`config.mk`:
```
export PLATFORM = sky130hd
export DESIGN_NAME = rm_addr_gen
export DESIGN_NICKNAME = d
export VERILOG_FILES = /design/src/rtl/rm_addr_gen.sv
export SDC_FILE = /design/constraint.sdc
export NUM_CORES = 1
export LEC_CHECK = 0
export BUFFER_PORTS_ARGS = -buffer_cell sky130_fd_sc_hd__buf_2
export CAP_MARGIN = 40
export CORE_MARGIN = 10
export CORE_UTILIZATION = 45
export CTS_BUF_LIST = sky130_fd_sc_hd__clkbuf_2 sky130_fd_sc_hd__clkbuf_4 sky130_fd_sc_hd__clkbuf_8
export DETAILED_ROUTE_END_ITERATION = 8
export GPL_ROUTABILITY_DRIVEN = 0
export GPL_TIMING_DRIVEN = 0
export PLACE_DENSITY = 0.65
export SLEW_MARGIN = 10
export SYNTH_ARGS = -nofsm -noshare
export SYNTH_HDL_FRONTEND = slang
export SYNTH_SLANG_ARGS = --single-unit
export TNS_END_PERCENT = 5
```
`constraint.sdc`:
```
create_clock -name clk -period 5.2 [get_ports clk]
set_clock_uncertainty 0.05 [all_clocks]
set_input_delay 0.52 -clock clk [delete_from_list [all_inputs] [get_ports clk]]
set_output_delay 0.52 -clock clk [all_outputs]
set_load 0.02 [all_outputs]
```
`src/rtl/rm_addr_gen.sv`:
```
module rm_addr_gen #(
  parameter int SEG_W  = 16,
  parameter int OFF_W  = 32,
  parameter int ADDR_W = 20,
  parameter int NSEG   = 6
) (
  input  logic              clk,
  input  logic              rst_n,
  input  logic              req_valid,
  input  logic [1:0]        acc_kind,
  input  logic [3:0]        base_id,
  input  logic              ovr_valid,
  input  logic [2:0]        ovr_seg,
  input  logic [OFF_W-1:0]  offset,
  input  logic              seg_wr,
  input  logic [2:0]        seg_wsel,
  input  logic [SEG_W-1:0]  seg_wdata,
  output logic [ADDR_W-1:0] phys_addr,
  output logic              fault
);
  localparam int SHIFT = ADDR_W - SEG_W;

  logic [SEG_W-1:0] segs [NSEG];
  logic [2:0]       dflt_sel, use_sel;
  logic             bad_off;
  logic [ADDR_W-1:0] sum;

  always_ff @(posedge clk) begin
    if (!rst_n) begin
      for (int i = 0; i < NSEG; i++) segs[i] <= '0;
    end else if (seg_wr && int'(seg_wsel) < NSEG) begin
      segs[seg_wsel] <= seg_wdata;
    end
  end

  always_comb begin
    case (acc_kind)
      2'd0:    dflt_sel = 3'd0;
      2'd2:    dflt_sel = 3'd2;
      default: dflt_sel = (base_id == 4'd4 || base_id == 4'd5) ? 3'd3 : 3'd1;
    endcase
  end

  assign use_sel = (acc_kind != 2'd0 && ovr_valid && int'(ovr_seg) < NSEG) ? ovr_seg : dflt_sel;
  assign bad_off = |offset[OFF_W-1:16];
  assign sum = {segs[use_sel], {SHIFT{1'b0}}} + {{(ADDR_W-16){1'b0}}, offset[15:0]};

  always_ff @(posedge clk) begin
    if (!rst_n) begin
      phys_addr <= '0;
      fault     <= 1'b0;
    end else begin
      fault <= req_valid && bad_off;
      if (req_valid && !bad_off) phys_addr <= sum;
    end
  end


  fault_pulse_chk: assert property (@(posedge clk) disable iff (!rst_n)
    fault |=> !fault || $past(req_valid && bad_off));

  fault_hold_chk: assert property (@(posedge clk) disable iff (!rst_n)
    (req_valid && bad_off) |=> $stable(phys_addr) && fault);

  idle_hold_chk: assert property (@(posedge clk) disable iff (!rst_n)
    !req_valid |=> $stable(phys_addr) && !fault);

  fetch_cs_chk: assert property (@(posedge clk) disable iff (!rst_n)
    (req_valid && !bad_off && acc_kind == 2'd0 && !seg_wr) |=>
      phys_addr == ADDR_W'({$past(segs[0]), {SHIFT{1'b0}}} + {{(ADDR_W-16){1'b0}}, $past(offset[15:0])}));
endmodule

```
==> out/qor.csv <==
stage;metric;value;unit
sta;fmax;225;MHz
clocking;clk_pin_slew_worst_paths;0.07;ns
synthesis;synth_largest_area_cell;edfxtp_1;
layout;fillCellCount;1117;
sta;hold_viol_final;0;
die;top_level_ports;86;
setup_path;crit_path_max_fanout;10;
routing;vias;4361;
synthesis;synth_seq_cells;117;
setup_path;cp-start-kind;input pin;
global_route;grt_pass1_vias;4312;
clocking;cts_sinks;117;
die;die_h;133;um
outcome;status;completed;
setup_path;arrival;4.76;ns
synthesis;synthArstFlopShare;0;
clocking;cts_root_buf;clkbuf_8;
sta;slew_headroom;0.419;
pwr;ir_drop;0.136;mV
clocking;clock_latency;0.43;ns
routing;ant_nets;0;
worst_hold_path;min_path_type;input pin to register;
sta;finalCritPeriodShare;0.855;
die;rows;41;
setup_path;endpoint_kind;register;
clocking;cts_tree;built;
global_route;grt_usage;0.153;
die;core_area;12600;sq um
sta;rsz0062_at_grt;no;
synthesis;synthCells;549;
routing;drtIter0Drc;366;
clocking;htree_num_levels;4;
die;dieWidth;133;um
synthesis;synth.distinct_cells;57;
synthesis;synthFlopType;edfxtp_1;
global_route;grt_max_degree;17;
routing;drtPass1Iterations;5;
clocking;post_cts_buffers;0;
synthesis;synth_edf_count;96;
synthesis;ys_seq_area_frac;0.571;
sta;fin_crit;4.44;ns
clocking;cts_max_path_buffers;2;
layout;drive_above_1_share;0.198;
clocking;cts_made_buffers;17;
place;io_buffers;83;
global_route;antenna_found_initial;0;
die;die_area;17800;sq um
place;pre_cts_slack;0.313;ns
synthesis;synth.yosys.warnings;0;
place;dpl.hpwl;10500;um
pwr;p_leak;2.76;nW
global_route;grt_pass1_wl;21800;um
synthesis;syn_avg_cell_area;10.5;sq um
layout;final_cell_mix;nor2_1, edfxtp_1, buf_2;
sta;finalSetupTns;0;ns
die;start_util;0.459;
synthesis;ys_top_cells_by_area;edfxtp_1, dfxtp_1, mux2i_1;
setup_path;crit_type;input pin to register;
synthesis;yosys.area.top_type_share;0.498;
routing;routed_wl;13800;um
clocking;cts_resized;0;
routing;wl_per_cell;16.5;um
layout;area_growth;16.6;%
sta;finalSetupViolCount;0;
routing;via_per_inst;5.22;
layout;antenna_cells;0;
global_route;overflow;0;
sta;worstMarginPinSlew;0.871;ns
run;drv_cap;0;
synthesis;syn_area;5790;sq um
synthesis;synth_nets;628;
pwr;power_density;317;nW/um^2
routing;drcViolationCount;0;
setup_path;cp.required;5.52;ns
sta;slew_violations;0;
sta;fin_ws;0.755;ns
clocking;postCtsHoldBufs;0;
layout;nNetsFinal;730;
-- per-layer routing --
metal | global-route usage | wire (um) | vias up
met5 | 0 | 0 | -
met4 | 0.0466 | 232 | 0
met3 | 0.0590 | 1140 | 20
met2 | 0.247 | 6350 | 154
met1 | 0.184 | 6060 | 2036
li1 | - | - | 2151
-- cell families after synthesis --
| family | after synthesis | synth area share |
|---|---|---|
| muxes | 38 | 0.0668 |
| DFF | 117 | 0.571 |
| AOI/OAI and AO/OA | 105 | 0.118 |
| adders and majority gates | 14 | 0.0316 |
| xor gates and xnor gates | 9 | 0.0136 |
| buffers and inverters | 47 | 0.0372 |
| and+or+nand+nor | 219 | 0.162 |
-- where the power goes --
part           leakage [nW]  internal (mW)  switching [mW]  total (mW)
registers              1.09           1.06          0.0126        1.08
clock network         0.162          0.359           0.352       0.711
logic                  1.50          0.140           0.214       0.354
-- area by class of cell --
type,count,area [sq um],share of cell area
plain buffers,25,133,0.0196
clock buffers,17,234,0.0347
clock inverters,14,95.1,0.0141
inverters,22,82.6,0.0122
multi-input cells,385,2270,0.337
flip-flops and latches,117,3300,0.489
well taps,172,215,0.0319
repair buffers,83,415,0.0615
-- synth_stat cells, types with 2 or more instances --
master    count
a211o_1       3
a211oi_1      4
a211oi_2      2
a21boi_0      7
a21o_1        6
a21oi_1      39
a21oi_2       2
a311o_1       2
a31oi_1       3
and2_1        7
and2b_1       2
and3_1        4
buf_1         2
buf_2         4
buf_4         5
buf_6         2
clkbuf_1     12
dfxtp_1      21
edfxtp_1     96
ha_1         13
inv_1        22
mux2i_1      36
nand2_1      76
nand2b_1      2
nand3_1      10
nand3b_1      3
nand4_1       2
nor2_1       96
nor2_2        2
nor2b_1       3
nor3_1        3
nor4_1        5
o21a_1        3
o21ai_0      12
o21ai_1       7
o21bai_1      2
o31ai_1       2
xnor2_1       5
xor2_1        4
-- registers in the layout, summed over array words and instances (netlist names) --
register / flops
fault: 1
phys_addr: 20
segs: 96
-- final timing paths --
kind	start	to	slack [ns]	cells after the start
worst max-delay path	ovr_valid	phys_addr[18]	0.76	20
worst min-delay path	offset[2]	phys_addr[2]	0.30	3
worst max register to register	segs[1][0]	phys_addr[18]	1.86	13
worst min register to register	phys_addr[3]	phys_addr[3]	0.41	2
-- per-stage QoR --
stage	utilization	area [sq um]	cells	hold slack, ns	total power [mW]
after floorplan	-	5790	549	0.489	1.34
after global placement	0.509	6420	804	0.395	1.44
after detailed placement	0.509	6420	804	0.403	1.45
after CTS	0.535	6750	835	0.286	2.15
after global routing	0.535	6750	835	0.283	2.23
final	0.535	6750	835	0.297	2.14
-- worst max-delay path, stage by stage --
cell and delay [ns]:
buf_2 0.11, a21boi_2 0.17, and2b_1 0.16, buf_4 0.16, nor2_2 0.19, buf_4 0.25, buf_4 0.26, mux2i_1 0.26
nand2_1 0.08, a21oi_1 0.19, a21oi_1 0.10, ha_1 0.27, fa_1 0.43, a211oi_1 0.24, nor2_1 0.12, o41ai_1 0.40
o21a_1 0.24, o21ai_1 0.20, a311oi_1 0.27, a311o_1 0.14
(Power assumes the default switching activity.)
